===== src/rtl/slot_sched_builder.sv =====
module slot_sched_builder #(
  parameter int NUM_SLOTS   = 64,
  parameter int NUM_CLIENTS = 14,
  parameter int BW_W        = 32,
  localparam int SW  = $clog2(NUM_SLOTS),
  localparam int RW  = SW + 1,
  localparam int CW  = $clog2(NUM_CLIENTS),
  localparam int CLW = $clog2(NUM_CLIENTS + 1)
) (
  input  logic                      clk,
  input  logic                      rst_n,
  input  logic                      start,
  input  logic [NUM_CLIENTS*RW-1:0] req_slots,
  input  logic [NUM_CLIENTS-1:0]    active,
  input  logic [RW-1:0]             free_slots,
  output logic                      busy,
  output logic                      wr_valid,
  output logic [SW-1:0]             wr_idx,
  output logic [CW-1:0]             wr_data,
  output logic                      done,
  input  logic [BW_W-1:0]           adm_capacity,
  input  logic [BW_W-1:0]           adm_bw,
  input  logic [RW-1:0]             adm_assigned,
  output logic [RW-1:0]             adm_slots,
  output logic                      adm_ok
);

  typedef enum logic [1:0] {S_IDLE, S_PLACE, S_FILL, S_DONE} st_t;

  st_t                  st;
  logic [CLW-1:0]       cl;
  logic                 inpl;
  logic [RW:0]          pos;
  logic [RW-1:0]        stride;
  logic [RW-1:0]        free_q;
  logic [RW-1:0]        req_q [NUM_CLIENTS];
  logic [NUM_CLIENTS-1:0] act_q;
  logic [NUM_SLOTS-1:0] occ;
  logic [CW-1:0]        tbl [NUM_SLOTS];
  logic [SW-1:0]        slot;
  logic [CW-1:0]        rr;

  logic [RW-1:0] cur_req;
  logic          cur_act;
  logic          cl_end;
  logic          in_range;
  logic          take_idle;
  logic [CW-1:0] pick;
  logic [CW-1:0] pick_next;

  assign cl_end    = cl == CLW'(NUM_CLIENTS);
  assign cur_req   = cl_end ? '0 : req_q[cl[CW-1:0]];
  assign cur_act   = cl_end ? 1'b0 : act_q[cl[CW-1:0]];
  assign take_idle = cur_req == '0 && cur_act && free_q != '0;
  assign in_range  = pos < (RW+1)'(NUM_SLOTS);

  always_comb begin
    pick = rr;
    for (int k = NUM_CLIENTS - 1; k >= 0; k--) begin
      if (act_q[(int'(rr) + k) % NUM_CLIENTS])
        pick = CW'((int'(rr) + k) % NUM_CLIENTS);
    end
  end
  assign pick_next = (pick == CW'(NUM_CLIENTS - 1)) ? '0 : pick + 1'b1;

  assign busy     = st != S_IDLE;
  assign wr_valid = st == S_FILL;
  assign wr_idx   = slot;
  assign wr_data  = occ[slot] ? tbl[slot] : pick;
  assign done     = st == S_DONE;

  always_ff @(posedge clk or negedge rst_n) begin
    if (!rst_n) begin
      st     <= S_IDLE;
      cl     <= '0;
      inpl   <= 1'b0;
      pos    <= '0;
      stride <= '0;
      free_q <= '0;
      act_q  <= '0;
      occ    <= '0;
      slot   <= '0;
      rr     <= '0;
      for (int i = 0; i < NUM_CLIENTS; i++) req_q[i] <= '0;
      for (int i = 0; i < NUM_SLOTS; i++) tbl[i] <= '0;
    end else begin
      case (st)
        S_IDLE: if (start) begin
          st     <= S_PLACE;
          cl     <= '0;
          inpl   <= 1'b0;
          occ    <= '0;
          free_q <= free_slots;
          act_q  <= active;
          for (int i = 0; i < NUM_CLIENTS; i++) req_q[i] <= req_slots[i*RW +: RW];
        end
        S_PLACE: begin
          if (!inpl) begin
            if (cl_end) begin
              st   <= S_FILL;
              slot <= '0;
              rr   <= '0;
            end else if (cur_req != '0) begin
              stride <= RW'(NUM_SLOTS) / cur_req;
              pos    <= '0;
              inpl   <= 1'b1;
            end else if (take_idle) begin
              stride <= RW'(NUM_SLOTS);
              free_q <= free_q - 1'b1;
              pos    <= '0;
              inpl   <= 1'b1;
            end else begin
              cl <= cl + 1'b1;
            end
          end else if (!in_range) begin
            inpl <= 1'b0;
            cl   <= cl + 1'b1;
          end else if (occ[pos[SW-1:0]]) begin
            pos <= pos + 1'b1;
          end else begin
            occ[pos[SW-1:0]] <= 1'b1;
            tbl[pos[SW-1:0]] <= cl[CW-1:0];
            pos <= pos + {1'b0, stride};
          end
        end
        S_FILL: begin
          if (!occ[slot]) rr <= pick_next;
          if (slot == SW'(NUM_SLOTS - 1)) st <= S_DONE;
          else slot <= slot + 1'b1;
        end
        default: st <= S_IDLE;
      endcase
    end
  end

  logic [BW_W-1:0] adm_q;
  logic [RW:0]     adm_sum;
  assign adm_q     = (adm_bw == '0) ? '0 : adm_capacity / adm_bw;
  assign adm_slots = (adm_q == '0) ? '0 : RW'(BW_W'(NUM_SLOTS) / adm_q);
  assign adm_sum   = {1'b0, adm_assigned} + {1'b0, adm_slots};
  assign adm_ok    = (adm_bw == '0 || adm_q != '0) && adm_sum <= (RW+1)'(NUM_SLOTS);

  p_data_legal_r5: assert property (@(posedge clk) disable iff (!rst_n)
    wr_valid |-> int'(wr_data) < NUM_CLIENTS);
  p_idx_step_r7: assert property (@(posedge clk) disable iff (!rst_n)
    wr_valid && wr_idx != SW'(NUM_SLOTS - 1) |=> wr_valid && wr_idx == $past(wr_idx) + 1'b1);
  p_done_after_last_r7: assert property (@(posedge clk) disable iff (!rst_n)
    wr_valid && wr_idx == SW'(NUM_SLOTS - 1) |=> done);
  p_done_single_r7: assert property (@(posedge clk) disable iff (!rst_n)
    done |=> !done && !busy);
  p_start_ignored_r8: assert property (@(posedge clk) disable iff (!rst_n)
    busy && !done |=> busy);
  p_place_stop_r2: assert property (@(posedge clk) disable iff (!rst_n)
    st == S_PLACE && inpl && !in_range |=> !inpl && cl == $past(cl) + 1'b1);
  p_free_dec_r3: assert property (@(posedge clk) disable iff (!rst_n)
    st == S_PLACE && $past(st) == S_PLACE && free_q != $past(free_q) |-> free_q == $past(free_q) - 1'b1);
  p_adm_zero_r9: assert property (@(posedge clk) disable iff (!rst_n)
    adm_bw == '0 |-> adm_slots == '0);
  p_adm_fit_r10: assert property (@(posedge clk) disable iff (!rst_n)
    adm_ok |-> int'(adm_assigned) + int'(adm_slots) <= NUM_SLOTS);

endmodule


===== config.mk =====
export PLATFORM = sky130hd
export DESIGN_NAME = slot_sched_builder
export DESIGN_NICKNAME = d
export VERILOG_FILES = /design/src/rtl/slot_sched_builder.sv
export SDC_FILE = /design/constraint.sdc
export NUM_CORES = 2
export LEC_CHECK = 0
export BUFFER_PORTS_ARGS = -buffer_cell sky130_fd_sc_hd__buf_2
export CAP_MARGIN = 15
export CELL_PAD_IN_SITES_DETAIL_PLACEMENT = 1
export CELL_PAD_IN_SITES_GLOBAL_PLACEMENT = 1
export CORE_ASPECT_RATIO = 1.4
export CORE_MARGIN = 4
export CORE_UTILIZATION = 45
export DETAILED_ROUTE_END_ITERATION = 6
export PLACE_DENSITY = 0.86
export SETUP_SLACK_MARGIN = 0.02
export SKIP_CTS_REPAIR_TIMING = 1
export SLEW_MARGIN = 20
export SYNTH_ARGS = -nofsm -noshare
export SYNTH_HDL_FRONTEND = slang
export SYNTH_SLANG_ARGS = --single-unit

===== constraint.sdc =====
create_clock -name clk -period 234.3 [get_ports clk]
set_clock_uncertainty 0.2 [all_clocks]
set_input_delay 23.43 -clock clk [delete_from_list [all_inputs] [get_ports clk]]
set_output_delay 23.43 -clock clk [all_outputs]
set_load 0.005 [all_outputs]

# ---- Word level (Yosys, flattened, before mapping)
# Cells that the tools add are included.
dict set report word_totals {
  register_bits 471
  in_bits 193
  word_cells 334
}
dict set report classes {
  reduce_logical 29
  muxes 125
  n_bitwise 7
  add_sub_neg 20
  eq_ne 24
  div 17
  order_cmp 24
}
# cell count
set op_table {}
lappend op_table {{$lt A32 B6 Y1 const B} 14}
lappend op_table {{$mod A32 B5 Y32 const B} 13}
lappend op_table {{$bwmux W256} 1}
lappend op_table {{$mux W64} 4}
lappend op_table {{$pmux W64 S2} 1}
lappend op_table {{$mux W4} 28}
lappend op_table {{$mux W7} 11}
lappend op_table {{$logic_not A32 Y1} 2}
lappend op_table {{$or A64 B64 Y64} 1}
lappend op_table {{$bmux W1 S4} 15}
lappend op_table {{$mux W8} 6}
lappend op_table {{$mux W1} 39}
lappend op_table {{$div A32 B32 Y32} 1}
lappend op_table {{$div A7 B32 Y32 const A} 1}
lappend op_table {{$mod A5 B5 Y32 const B} 1}
lappend op_table {{$mux W32} 1}
lappend op_table {{$reduce_bool A32 Y1} 1}
lappend op_table {{$add A4 B4 Y5 const B} 6}
lappend op_table {{$bmux W7 S4} 1}
lappend op_table {{$bmux W4 S6} 1}
lappend op_table {{$demux W4 S6} 1}
lappend op_table {{$ne A2 B2 Y1 const B} 12}
lappend op_table {{$reduce_and A4 Y1} 6}
lappend op_table {{$add A4 B3 Y5 const B} 4}
lappend op_table {{45 further kinds} 75}

# ---- Logic depth before layout (Yosys ltp)
dict set report depth {
  word_depth 23
  ltp_mapped 740
  ltp_nobuf 676
}

# ---- Worst setup path before layout
# Ideal clock, no wire load.
dict set report synth_path {
  path_kind {input -> output}
  start {input port adm_bw[18]}
  end {output port adm_ok}
  cell_stages 673
  required_ps 210670
  slack_ps 50420
  arrival_time_ps 160250
  path_cell_list {or4_1 or4_1 buf_2 nor3_4 buf_4 and3_1 nor2_1 ha_1 o21a_1 o21a_1 and2_1 mux2_2 ha_1 o21ai_0 a211oi_1 mux2_2 o21ai_0 ha_1 [637 not listed] nor2b_1 o21ai_0 nand2b_1 a21oi_1 nor2b_1 o21ai_0 nand2_1 a211oi_1 nor3_1 ha_1 fa_1 a21o_1 a21oi_1 o21bai_1 a21oi_1 xor2_1 a31oi_1 a2111oi_0}
}
dict set report synth_between {
  elab_chain_len 7
  word_cells_on_any_way 11
  cone_classes {1 x add/sub; 2 x div; 1 x order compare; 2 x mux; 5 x reduce/logical}
}
# item line_no
set synth_rtl {}
lappend synth_rtl {{start: declaration} 22} ;# input logic [BW_W-1:0] adm_bw,
lappend synth_rtl {{$div A32 B32 Y32 / $logic_not A32 Y1 (equally long branches)} 138} ;# assign adm_q = (adm_bw == '0) ? '0 : adm_capacity / adm_bw;
lappend synth_rtl {{$mux W32 (*)} 138}
lappend synth_rtl {{$div A7 B32 Y32 / $logic_not A32 Y1 (equally long branches)} 139} ;# assign adm_slots = (adm_q == '0) ? '0 : RW'(BW_W'(NUM_SLOTS) / adm_q);
lappend synth_rtl {{$mux W7 (*)} 139}
lappend synth_rtl {{via adm_slots[0]} 24} ;# output logic [RW-1:0] adm_slots,
lappend synth_rtl {{$add A7 B7 Y8 (*)} 140} ;# assign adm_sum = {1'b0, adm_assigned} + {1'b0, adm_slots};
lappend synth_rtl {{$le A8 B7 Y1 (*)} 141} ;# assign adm_ok = (adm_bw == '0 || adm_q != '0) && adm_sum <= (RW+1)'(NUM_SLOTS);
lappend synth_rtl {{$logic_and A1 B1 Y1 (*)} 141}
lappend synth_rtl {{end: declaration} 25} ;# output logic adm_ok
# The timed path passes the listed nets; every way through them passes the cells marked *.

# ---- Final worst setup path
dict set report layout_path {
  start {input port adm_bw[11]}
  end {output port adm_ok}
}
dict set report layout_between {
  elab_chain_len 7
  word_cells_on_any_way 11
  cone_classes {1 x add/sub; 2 x div; 1 x order compare; 2 x mux; 5 x reduce/logical}
}
# item line_no
set layout_rtl {}
lappend layout_rtl {{$div A32 B32 Y32 / $logic_not A32 Y1 (equally long branches)} {138, 141}}
lappend layout_rtl {{$mux W32} 138}
lappend layout_rtl {{$div A7 B32 Y32 / $logic_not A32 Y1 (equally long branches)} 139}
lappend layout_rtl {{$mux W7} 139}
lappend layout_rtl {{$add A7 B7 Y8} 140}
lappend layout_rtl {{$le A8 B7 Y1} 141}
lappend layout_rtl {{$logic_and A1 B1 Y1 (*)} 141}
# Mark *: on every way between the ends. The rest lies on a longest branch, timed or not.

==> run metrics <==
status finished, violations left; failing checks DRC; met1 layer wirelength in the final routing 144000 um; clock latency on the worst-skew pair ~0.60 ns; Post-synth ARST share between 90% and 100%; cell with the largest stage delay on the worst path nor4_2; residual antenna-violating net count after detailed routing 0; Critical Path End Type primary output; vias per cell ~7; worst hold path type reg2reg; CTS tree done; crit share post-route 93.9%; CTS clk-pin slew, worst paths roughly 0.08 ns; largest incremental delay on the critical path roughly 1.1 ns; wire length of the first global-routing pass slightly above 600000 um; family with the most delay on the worst path compound AO/OA/AOI/OAI gates; required time at the endpoint of the critical path ~210 ns; number of failing setup endpoints in the final timing report 0; average footprint of a synthesized cell between 7 and 8 sq um; layout cells sized above 1 between 10% and 20%; mean routed wirelength per cell around 30 um; warnings from Yosys 0; distinct cell type count of the synthesized netlist about 110; Detail Route met3 WL 30900 um; maximum buffer depth of the clock tree 3; max-slew headroom at the worst pin roughly 15%; Final Max Tran Viols 0; initial antenna violation count 42; area added between synthesis and finish 6.52%; fillcell total between 20000 and 25000; die outline width around 380 um; global-route total usage across every layer between 30% and 40%; buffer type at the clock tree root clkbuf_16; detailed route wirelength on metal2 ~190000 um; grt total ovfl 0; buffering stage count on the worst path with inverters included approximately 40; die outline area between 150000 and 200000 sq um; arrival time at the worst endpoint between 150 and 200 ns; routability congestion estimate slightly above 1; effective utilization at floorplan between 40% and 50%; most frequent cell on the critical path ha_1; Main synth FF type dfrtp_1; Setup TNS Final 0 ns; sequential share of the synthesized area around 14%; unrepaired setup endpoints after global routing false; HPWL after detailed placement slightly above 300000 um; count of TritonRoute iterations in the first routing pass 7; transition at the pin with the smallest max-transition slack between 1 and 1.5 ns; maximum fanout encountered on the critical timing path 39; standard-cell rows 190; total of flip-flops plus latches after synthesis 471; hold violation count in the final report 0; Syn Std Cell Area 86700 sq um; core area between 150000 and 200000 sq um; highest routed metal layer met5; Fmax around 4.5 MHz; Inserted Clock Buffers 39; Final #Nets around 13000; number of clock sinks between 400 and 500; number of design rule violations left after detail routing 2; gate count of the mapped netlist between 10000 and 15000; number of global-route vias before repair around 100k; Critical Path Source Type primary input; number of ports placed on the die boundary about 210; wire length after detailed routing roughly 410000 um; path type of the worst setup path in2out; y dimension of the die approximately 530 um; min cycle time layout about 220 ns; via count 95800; count of input and output buffers between 200 and 250; count of flip-flops with a built-in enable after synthesis 0; largest net degree at the start of global routing approximately 100; number of violations of the max-capacitance limit 0; number of violations reported at the end of detailed-routing iteration 0 around 7600; Clock H-tree levels 2; net count after synthesis ~13000
==> per-stage QoR <==
step	hold slack [ns]	cells	cell area (sq um)	setup WS [ns]	utilization [%]
finish	0.308	13800	92300	14.38	48.2
global route	0.321	13800	92300	3.97	48.2
global placement	0.259	13700	90800	23.95	47.4
CTS	0.306	13800	92100	17.81	48.1
floorplan	0.240	11300	86700	50.42	-
detailed placement	0.277	13700	90800	18.91	47.4
==> cell usage in the layout, fill, tap and decap left out, types with 43 or more instances in the layout <==
| cell type | n |
|---|---|
| a21o_1 | 394 |
| o21ai_0 | 654 |
| xor2_1 | 263 |
| or3_1 | 86 |
| o21a_1 | 274 |
| nand3_1 | 251 |
| nor4_1 | 62 |
| inv_1 | 380 |
| nor2b_1 | 123 |
| a211oi_1 | 122 |
| a31oi_1 | 159 |
| a21boi_0 | 49 |
| mux4_2 | 143 |
| a21oi_1 | 1001 |
| buf_4 | 180 |
| o31ai_1 | 91 |
| xnor2_1 | 473 |
| mux2_2 | 521 |
| a31o_2 | 43 |
| or2_2 | 78 |
| buf_2 | 212 |
| and2_1 | 105 |
| o211ai_1 | 110 |
| and3_1 | 100 |
| mux2i_1 | 112 |
| nand2b_1 | 135 |
| ha_1 | 1107 |
| nor3_1 | 308 |
| nand2_1 | 1027 |
| nand4_1 | 122 |
| nor2_1 | 1186 |
| dfrtp_1 | 465 |
| o21bai_1 | 123 |
==> layout make-up <==
type                            instances  area (sq um)  share of cell area (%)
Timing Repair Buffer                  398          2500                    2.71
Antenna cell                           30          75.1                  0.0813
Inverter                              391          1470                    1.59
Tap cell                             2496          3120                    3.38
Clock inverter                         19           211                   0.229
Sequential cell                       471         11800                    12.8
Clock buffer                           51          1090                    1.18
Multi-Input combinational cell       9990         72100                    78.0
==> path summary, 6_finish.rpt <==
check	start	end	slack (ns)	cells after the start
setup / recovery	adm_bw[11]	adm_ok	14.38	609
min in group asynchronous	rst_n	act_q[5]$_DFFE_PN0P_	22.68	1
max in group asynchronous	rst_n	tbl[243]$_DFFE_PN0P_	208.90	4
hold / removal	req_q[54]$_DFFE_PN0P_	req_q[54]$_DFFE_PN0P_	0.31	1
setup reg to reg	cl[0]$_DFFE_PN0P_	stride[0]$_DFFE_PN0P_	220.27	51
hold reg to reg	req_q[54]$_DFFE_PN0P_	req_q[54]$_DFFE_PN0P_	0.31	1
==> logic make-up after synthesis <==
logic type                 share of synthesized area (%)
AOI/OAI and AO/OA                                   27.3
xor gates and xnor gates                            7.44
adders and majority gates                           16.0
buffers and inverters                               3.63
DFF                                                 13.6
muxes                                               11.8
other                                            0.00433
and+or+nand+nor                                     20.2
==> cell usage after synthesis (all sizes together), types with 108 or more instances <==
cell / count / share of area (%)
nor3: 312 / 1.8
mux4: 143 / 3.7
o211ai: 115 / 1.0
nand2: 1043 / 4.5
and2: 108 / 0.78
buf: 122 / 0.65
inv: 386 / 1.7
xor2: 263 / 2.7
o21ai: 687 / 4.0
mux2i: 112 / 1.3
nand4: 122 / 0.88
a21oi: 1012 / 5.9
o21bai: 123 / 1.1
nor2b: 123 / 0.89
a31oi: 161 / 1.2
nor2: 1198 / 5.2
dfrtp: 471 / 14
mux2: 521 / 6.8
ha: 1107 / 16
a21o: 394 / 3.4
clkbuf: 297 / 1.3
o21a: 274 / 2.4
nand2b: 135 / 0.97
nand3: 251 / 1.4
a211oi: 127 / 1.1
xnor2: 473 / 4.8
==> flip-flops by register name, indices dropped and copies added (netlist names) <==
name / cells
wr_idx: 6
st: 2
free_q: 7
stride: 7
act_q: 14
req_q: 98
cl: 4
tbl: 256
occ: 64
pos: 8
inpl: 1
rr: 4
==> routing by layer <==
metal	global-route usage [%]	vias up
li1	-	42000
met1	41.7	46900
met2	66.8	4759
met3	7.82	2242
met4	36.0	24
met5	0	-
Power is left out: the tool's default activity adds up to more than one toggle a clock period on the data nets, which glitch-free logic cannot reach.
